==> src/rtl/sc_core_pkg.sv <==
// Package: shared constants and types of the single-cycle core.
// Assumes a fixed 32-bit instruction format with 6-bit opcode and function fields.
package sc_core_pkg;

    localparam int XLEN   = 32;
    localparam int NREG   = 32;
    localparam int REG_AW = $clog2(NREG);

    localparam logic [5:0] OP_RTYPE = 6'b000000;
    localparam logic [5:0] OP_LOAD  = 6'b100011;
    localparam logic [5:0] OP_STORE = 6'b101011;
    localparam logic [5:0] OP_BEQ   = 6'b000100;
    localparam logic [5:0] OP_JUMP  = 6'b000010;

    localparam logic [5:0] FN_ADD = 6'b100000;
    localparam logic [5:0] FN_SUB = 6'b100010;
    localparam logic [5:0] FN_AND = 6'b100100;
    localparam logic [5:0] FN_OR  = 6'b100101;
    localparam logic [5:0] FN_SLT = 6'b101010;

    // Operation class handed from the main decoder to the ALU controller.
    typedef enum logic [1:0] {
        ACLS_ADD   = 2'b00,
        ACLS_SUB   = 2'b01,
        ACLS_FUNCT = 2'b10,
        ACLS_RSVD  = 2'b11
    } alu_class_e;

    // Operation performed by the ALU.
    typedef enum logic [2:0] {
        AOP_ADD,
        AOP_SUB,
        AOP_AND,
        AOP_OR,
        AOP_SLT
    } alu_op_e;

    // Control word produced from the opcode alone.
    typedef struct packed {
        logic       dst_is_rd;
        logic       is_branch;
        logic       mem_rd;
        logic       wb_from_mem;
        alu_class_e alu_class;
        logic       mem_wr;
        logic       b_is_imm;
        logic       reg_wr;
        logic       is_jump;
    } ctrl_t;

endpackage

==> src/rtl/sc_main_dec.sv <==
// Main decoder: turns the 6-bit opcode into the control word.
// Assumes nothing else influences control; unknown opcodes yield an all-zero word.
module sc_main_dec
    import sc_core_pkg::*;
(
    input  logic [5:0] opcode,
    output ctrl_t      ctrl
);

    // Opcode lookup; default leaves every strobe inactive.
    always_comb begin
        ctrl = '0;
        case (opcode)
            OP_RTYPE: begin
                ctrl.dst_is_rd = 1'b1;
                ctrl.alu_class = ACLS_FUNCT;
                ctrl.reg_wr    = 1'b1;
            end
            OP_LOAD: begin
                ctrl.mem_rd      = 1'b1;
                ctrl.wb_from_mem = 1'b1;
                ctrl.alu_class   = ACLS_ADD;
                ctrl.b_is_imm    = 1'b1;
                ctrl.reg_wr      = 1'b1;
            end
            OP_STORE: begin
                ctrl.mem_wr    = 1'b1;
                ctrl.alu_class = ACLS_ADD;
                ctrl.b_is_imm  = 1'b1;
            end
            OP_BEQ: begin
                ctrl.is_branch = 1'b1;
                ctrl.alu_class = ACLS_SUB;
            end
            OP_JUMP: begin
                ctrl.is_jump = 1'b1;
            end
            default: ctrl = '0;
        endcase
    end

endmodule

==> src/rtl/sc_alu_ctl.sv <==
// ALU controller: combines the decoder's operation class with the function field.
// Assumes unsupported function codes fall back to addition.
module sc_alu_ctl
    import sc_core_pkg::*;
(
    input  alu_class_e alu_class,
    input  logic [5:0] funct,
    output alu_op_e    alu_op
);

    // Select the ALU operation for this instruction.
    always_comb begin
        alu_op = AOP_ADD;
        case (alu_class)
            ACLS_ADD: alu_op = AOP_ADD;
            ACLS_SUB: alu_op = AOP_SUB;
            ACLS_FUNCT: begin
                case (funct)
                    FN_ADD:  alu_op = AOP_ADD;
                    FN_SUB:  alu_op = AOP_SUB;
                    FN_AND:  alu_op = AOP_AND;
                    FN_OR:   alu_op = AOP_OR;
                    FN_SLT:  alu_op = AOP_SLT;
                    default: alu_op = AOP_ADD;
                endcase
            end
            default: alu_op = AOP_ADD;
        endcase
    end

endmodule

==> src/rtl/sc_regfile.sv <==
// Register file: two combinational read ports, one write port on the rising edge.
// Assumes entry 0 is hard zero; synchronous active-low reset clears every entry.
module sc_regfile #(
    parameter int N_ENTRIES = 32,
    parameter int WIDTH     = 32,
    localparam int AW       = $clog2(N_ENTRIES)
) (
    input  logic             clk,
    input  logic             rst_n,
    input  logic [AW-1:0]    rd_addr_a,
    input  logic [AW-1:0]    rd_addr_b,
    output logic [WIDTH-1:0] rd_data_a,
    output logic [WIDTH-1:0] rd_data_b,
    input  logic             wr_en,
    input  logic [AW-1:0]    wr_addr,
    input  logic [WIDTH-1:0] wr_data
);

    logic [WIDTH-1:0] regs_q [N_ENTRIES];

    // Clear on reset, otherwise commit a write to any entry but 0.
    always_ff @(posedge clk) begin
        if (!rst_n) begin
            for (int i = 0; i < N_ENTRIES; i++) begin
                regs_q[i] <= '0;
            end
        end else if (wr_en && (wr_addr != '0)) begin
            regs_q[wr_addr] <= wr_data;
        end
    end

    // Combinational read of both ports.
    always_comb begin
        rd_data_a = regs_q[rd_addr_a];
        rd_data_b = regs_q[rd_addr_b];
    end


    zero_reg_kept_chk: assert property (@(posedge clk) disable iff (!rst_n)
        (wr_en && wr_addr == '0) |=> (regs_q[0] == '0));

endmodule

==> src/rtl/sc_alu.sv <==
// ALU: add, subtract, and, or, signed set-less-than, plus a zero flag.
// Assumes two's complement operands; overflow is not reported.
module sc_alu
    import sc_core_pkg::*;
#(
    parameter int WIDTH = 32
) (
    input  logic [WIDTH-1:0] op_a,
    input  logic [WIDTH-1:0] op_b,
    input  alu_op_e          op,
    output logic [WIDTH-1:0] result,
    output logic             is_zero
);

    // Compute the result of the selected operation.
    always_comb begin
        case (op)
            AOP_ADD: result = op_a + op_b;
            AOP_SUB: result = op_a - op_b;
            AOP_AND: result = op_a & op_b;
            AOP_OR:  result = op_a | op_b;
            AOP_SLT: result = {{(WIDTH-1){1'b0}}, ($signed(op_a) < $signed(op_b))};
            default: result = op_a + op_b;
        endcase
    end

    // Zero flag used by branch-if-equal.
    always_comb begin
        is_zero = (result == '0);
    end

endmodule

==> src/rtl/sc_datapath_core.sv <==
// Single-cycle core top: field slicing, sign extension, write-back selection
// and next-PC formation around the decoder, ALU controller, register file and ALU.
// Assumes combinational instruction and data reads; data writes commit at the edge.
module sc_datapath_core
    import sc_core_pkg::*;
(
    input  logic            clk,
    input  logic            rst_n,
    output logic [XLEN-1:0] imem_addr,
    input  logic [XLEN-1:0] imem_rdata,
    output logic [XLEN-1:0] dmem_addr,
    output logic [XLEN-1:0] dmem_wdata,
    output logic            dmem_we,
    output logic            dmem_re,
    input  logic [XLEN-1:0] dmem_rdata
);

    localparam int IMM_W = 16;

    logic [XLEN-1:0]   pc_q;
    logic [XLEN-1:0]   pc_next;
    logic [XLEN-1:0]   pc_plus4;
    logic [XLEN-1:0]   br_target;
    logic [XLEN-1:0]   jmp_target;
    logic [XLEN-1:0]   imm_ext;
    logic [XLEN-1:0]   rs_val;
    logic [XLEN-1:0]   rt_val;
    logic [XLEN-1:0]   alu_b;
    logic [XLEN-1:0]   alu_y;
    logic [XLEN-1:0]   wb_data;
    logic [REG_AW-1:0] wb_addr;
    logic              alu_zero;
    logic              take_branch;
    logic [5:0]        opcode;
    ctrl_t             ctrl;
    alu_op_e           alu_op;

    assign opcode = imem_rdata[31:26];

    sc_main_dec u_dec (
        .opcode (opcode),
        .ctrl   (ctrl)
    );

    sc_alu_ctl u_alu_ctl (
        .alu_class (ctrl.alu_class),
        .funct     (imem_rdata[5:0]),
        .alu_op    (alu_op)
    );

    sc_regfile #(
        .N_ENTRIES (NREG),
        .WIDTH     (XLEN)
    ) u_rf (
        .clk       (clk),
        .rst_n     (rst_n),
        .rd_addr_a (imem_rdata[25:21]),
        .rd_addr_b (imem_rdata[20:16]),
        .rd_data_a (rs_val),
        .rd_data_b (rt_val),
        .wr_en     (ctrl.reg_wr),
        .wr_addr   (wb_addr),
        .wr_data   (wb_data)
    );

    sc_alu #(
        .WIDTH (XLEN)
    ) u_alu (
        .op_a    (rs_val),
        .op_b    (alu_b),
        .op      (alu_op),
        .result  (alu_y),
        .is_zero (alu_zero)
    );

    // Operand, immediate and write-back selection.
    always_comb begin
        imm_ext = {{(XLEN-IMM_W){imem_rdata[IMM_W-1]}}, imem_rdata[IMM_W-1:0]};
        alu_b   = ctrl.b_is_imm ? imm_ext : rt_val;
        wb_addr = ctrl.dst_is_rd ? imem_rdata[15:11] : imem_rdata[20:16];
        wb_data = ctrl.wb_from_mem ? dmem_rdata : alu_y;
    end

    // Next-PC formation: jump over taken branch over sequential.
    always_comb begin
        pc_plus4    = pc_q + XLEN'(4);
        br_target   = pc_plus4 + {imm_ext[XLEN-3:0], 2'b00};
        jmp_target  = {pc_plus4[XLEN-1:28], imem_rdata[25:0], 2'b00};
        take_branch = ctrl.is_branch && alu_zero;
        if (ctrl.is_jump) begin
            pc_next = jmp_target;
        end else if (take_branch) begin
            pc_next = br_target;
        end else begin
            pc_next = pc_plus4;
        end
    end

    // Program counter register.
    always_ff @(posedge clk) begin
        if (!rst_n) begin
            pc_q <= '0;
        end else begin
            pc_q <= pc_next;
        end
    end

    // Memory port drive; the store strobe is held off during reset.
    always_comb begin
        imem_addr  = pc_q;
        dmem_addr  = alu_y;
        dmem_wdata = rt_val;
        dmem_we    = ctrl.mem_wr && rst_n;
        dmem_re    = ctrl.mem_rd;
    end


    store_load_excl_chk: assert property (@(posedge clk) disable iff (!rst_n)
        dmem_we |-> !dmem_re);


    seq_advance_chk: assert property (@(posedge clk) disable iff (!rst_n)
        (!ctrl.is_jump && !(ctrl.is_branch && alu_zero)) |=> (pc_q == $past(pc_q) + 32'd4));


    branch_taken_chk: assert property (@(posedge clk) disable iff (!rst_n)
        (!ctrl.is_jump && ctrl.is_branch && alu_zero)
        |=> (pc_q == $past(pc_q) + 32'd4 + {$past(imem_rdata[29:0]), 2'b00}
                     - {$past(imem_rdata[29:16]), 18'd0}
                     + {{14{$past(imem_rdata[15])}}, 18'd0}));


    jump_splice_chk: assert property (@(posedge clk) disable iff (!rst_n)
        ctrl.is_jump |=> (pc_q[27:0] == {$past(imem_rdata[25:0]), 2'b00})
                      && (pc_q[31:28] == $past(pc_plus4[31:28])));


    undefined_op_quiet_chk: assert property (@(posedge clk) disable iff (!rst_n)
        (opcode != OP_RTYPE && opcode != OP_LOAD && opcode != OP_STORE &&
         opcode != OP_BEQ && opcode != OP_JUMP) |-> (!ctrl.reg_wr && !dmem_we));

endmodule

==> config.mk <==
export PLATFORM = sky130hd
export DESIGN_NAME = sc_datapath_core
export DESIGN_NICKNAME = d
export VERILOG_FILES = /design/src/rtl/sc_core_pkg.sv /design/src/rtl/sc_main_dec.sv /design/src/rtl/sc_alu_ctl.sv /design/src/rtl/sc_regfile.sv /design/src/rtl/sc_alu.sv /design/src/rtl/sc_datapath_core.sv
export SDC_FILE = /design/constraint.sdc
export NUM_CORES = 2
export LEC_CHECK = 0
export BUFFER_PORTS_ARGS = -buffer_cell sky130_fd_sc_hd__buf_2
export CAP_MARGIN = 5
export CORE_MARGIN = 10
export CORE_UTILIZATION = 35
export DETAILED_ROUTE_END_ITERATION = 16
export GPL_ROUTABILITY_DRIVEN = 0
export SLEW_MARGIN = 20
export SYNTH_ARGS = -nofsm -noshare
export SYNTH_HDL_FRONTEND = slang
export SYNTH_HIERARCHICAL = 1
export SYNTH_SLANG_ARGS = --single-unit
==> constraint.sdc <==
create_clock -name clk -period 6.15 [get_ports clk]
set_clock_uncertainty 0.05 [all_clocks]
set_input_delay 0.3075 -clock clk [delete_from_list [all_inputs] [get_ports clk]]
set_output_delay 0.3075 -clock clk [all_outputs]
set_load 0.03 [all_outputs]
==> results_dict.tcl <==
set metrics [dict create \
    hp-class "in2reg" \
    dieArea_um2 205000 \
    drt_iter0_markers 5235 \
    numPortBuffers 161 \
    hp-start "imem_rdata[20]" \
    max_slew.worst_pin.slew_ns 1.158 \
    yosys_warnings 6 \
    syn_to_final_growth_pct 20.92 \
    die_h_um 452.8 \
    synth_cell_types 111 \
    grt_usage_pct 21.77 \
    cts_max_level 3 \
    hpwl_mm 162.8 \
    overflow 0 \
    regToRegSetupSlack_ns -0.37 \
    grt_pass1_wl_mm 340.7 \
    crit_path_end_kind "register" \
    drv_cap 0 \
    ys_ff_latch 1054 \
    routed_wl_mm 234.8 \
    root_buffer "clkbuf_16" \
    fin_nets 6828 \
    fmax_mhz 153.5 \
    die_x_um 452.8 \
    maxSlewViolCount 0 \
    design.portCount 164 \
    vias 51660 \
    clock-sinks 1054 \
    status "finished with violations" \
    r2r-start "u_rf/regs_q[0][12]" \
    wl_per_cell_um 25.53 \
    multi_input_area_um2 32560 \
    rows 158 \
    cts.path.max_buffers 3 \
    finalCritPeriodShare_pct 105.9 \
    whs_path_depth 4 \
    avgViaCountPerCell 5.617 \
    powerDensity_nw_per_um2 267.9 \
    synth_ff_type "edfxtp_1" \
    critical_path_class "reg2reg" \
    synth-edff-count 1024 \
    dr.pass1.iters 6 \
    drc 0 \
    seqCellArea_um2 31350 \
    syn-cell-area_um2 65570 \
    start_util_pct 35.28 \
    clkTransAtPathRegs_ns 0.06 \
    cts_made_buffers 112 \
    fin_crit_ns 6.515 \
    synthCells 6017 \
    violations "negative setup slack" \
    n_fill_cell 17300 \
    setup_slack_ns -0.3650 \
    critPathRequiredTime_ns 6.78 \
    rsz0062_at_grt "yes" \
    core_area_um2 185800 \
    dp.cells 8949 \
    synth-async-reset-ratio_pct 0 \
    r2r_cells 26 \
    yosysSeqAreaShare_pct 47.81 \
    ir_drop_mv 0.3766 \
    finalSetupTns_ns -7.754 \
    min_to "imem_addr[22]" \
    antenna_found_initial 7 \
    setup_viol 30 \
    pre_cts_slack_ns -1.540 \
    cts_tree "yes" \
    grt_pass1_vias 51190 \
    place_area_um2 74560 \
    crit_path_start_kind "register" \
    drive_gt1_share_pct 20.78 \
    hold_viol_final 0 \
    grt_max_degree 45 \
    ant_nets 0 \
    maxSlewHeadroom_pct 22.65 \
    finalInstanceArea_um2 79280 \
    crit_path_max_fanout 12 \
    power.leakage_nw 32.86 \
    synth.avg_cell_area_um2 10.90 \
    crit_arrival_ns 7.14 \
    hold_ws_ns 0.06883 \
    stdcell_count 9198 \
    clock_latency_ns 0.75 \
    r2r_end "imem_addr[19]" \
    mostFrequentLayoutCells "mux2i_1 (1036), edfxtp_1 (1024), and2_1 (997)" \
    mostFrequentLayoutCell "mux2i_1" \
]
[layout make-up]
| class | instances | share of cell area, % |
|---|---|---|
| diodes | 1 | 0.003156 |
| flip-flops and latches | 1054 | 39.54 |
| clock inverters | 72 | 0.8380 |
| inverters | 135 | 0.6423 |
| well taps | 2480 | 3.914 |
| clock buffers | 135 | 3.724 |
| repair buffers | 988 | 10.27 |
| multi-input cells | 4333 | 41.07 |
[logic make-up (layout without fill, tap and decap cells)]
kind of cell,Yosys count,after routing,share of synthesized area [%]
and+or+nand+nor,1934,1934,16.36
muxes,1090,1090,16.75
AOI/OAI and AO/OA,1079,1079,11.14
DFF,1054,1054,47.81
buffers and inverters,662,1330,4.488
adders and majority gates,138,138,2.668
xor gates and xnor gates,58,58,0.7748
other,2,35,0.01145
[per-layer routing]
layer | track usage, % | up-vias | part of all wire [%]
li1 | - | 23230 | -
met1 | 28.56 | 25620 | 41
met2 | 36.17 | 2334 | 47
met3 | 3.395 | 468 | 8.2
met4 | 8.064 | 6 | 3.7
met5 | 0 | - | 0.026
[power by group]
part           total (mW)  internal (mW)  switching [mW]
sequential           8.26           8.12           0.144
clock                6.81           3.84            2.97
combinational        6.17           2.27            3.90
[registers in the layout (all words and copies together), names as in the netlist]
name	cells
u_rf/regs_q	1024
imem_addr	30
[cells in the mapped netlist (all sizes together), types with 11 or more instances]
| master | instances | area [um2] |
|---|---|---|
| a2111oi | 11 | 108.9 |
| a211oi | 23 | 172.7 |
| a21o | 25 | 196.4 |
| a21oi | 315 | 1588 |
| a22o | 130 | 1139 |
| a22oi | 194 | 1456 |
| a31oi | 79 | 500.5 |
| and2 | 1000 | 6256 |
| and3 | 13 | 82.58 |
| buf | 203 | 1170 |
| clkbuf | 323 | 1256 |
| dfxtp | 30 | 600.6 |
| edfxtp | 1024 | 30750 |
| ha | 135 | 1689 |
| inv | 134 | 503.0 |
| mux2 | 54 | 611.8 |
| mux2i | 1036 | 10370 |
| nand2 | 320 | 1206 |
| nand2b | 19 | 118.9 |
| nand3 | 230 | 1151 |
| nand4 | 19 | 118.9 |
| nor2 | 145 | 601.8 |
| nor2b | 19 | 118.9 |
| nor3 | 94 | 470.5 |
| o211ai | 24 | 180.2 |
| o21a | 13 | 106.4 |
| o21ai | 130 | 654.4 |
| o21bai | 17 | 127.6 |
| o22ai | 15 | 93.84 |
| or3 | 14 | 92.59 |
| xnor2 | 42 | 367.9 |
| xor2 | 16 | 140.1 |
[worst max-delay path, cell delays in order (launching register included)]
cell       delay, ns
edfxtp_1        0.43
mux2i_1         0.17
a22o_1          0.16
nor3_1          0.09
a31oi_1         0.50
nand3_1         0.26
mux2_2          0.34
inv_1           0.08
ha_1            0.24
buf_4           0.19
a21oi_1         0.21
o31a_1          0.17
o21a_1          0.19
nand2_1         0.09
o21ai_0         0.29
xnor2_1         0.16
o221ai_1        0.20
or4_4           0.59
nor4_4          0.40
nand4bb_4       0.17
nor4_4          0.46
buf_6           0.20
and2_4          0.18
buf_12          0.14
nor2_1          0.05
a211o_1         0.28
a21oi_1         0.13
[worst max-delay path by stage]
| stage | start | end | slack, ns |
|---|---|---|---|
| 2_1_floorplan | imem_rdata[17] | imem_addr[14] | 0.002 |
| 3_3_place_gp | imem_rdata[23] | imem_addr[31] | -1.43 |
| 3_5_place_dp | imem_rdata[16] | imem_addr[31] | -1.54 |
| 4_1_cts | u_rf/regs_q[3][0] | imem_addr[19] | -0.19 |
| 5_1_grt | u_rf/regs_q[2][1] | imem_addr[19] | -0.54 |
| 6_report | u_rf/regs_q[0][12] | imem_addr[19] | -0.37 |
[through the flow]
step	total power [mW]	utilization [%]
2_1_floorplan	11.41	-
3_3_place_gp	14.26	40.12
3_5_place_dp	14.32	40.12
4_1_cts	21.17	42.50
5_1_grt	21.94	42.66
6_report	21.24	42.67
[what timing repair did]
| item | CTS | global route |
|---|---|---|
| gates cloned | 2 | 2 |
| resized for setup | 82 | 48 |
| setup endpoints to repair | 36 | 35 |
| endpoints found under the hold margin | 23 | 0 |
| hold buffers | 24 | 0 |
| pin swaps | 19 | 18 |
| setup buffers | 8 | 5 |
No activity file was read; power rests on OpenSTA's default activity.
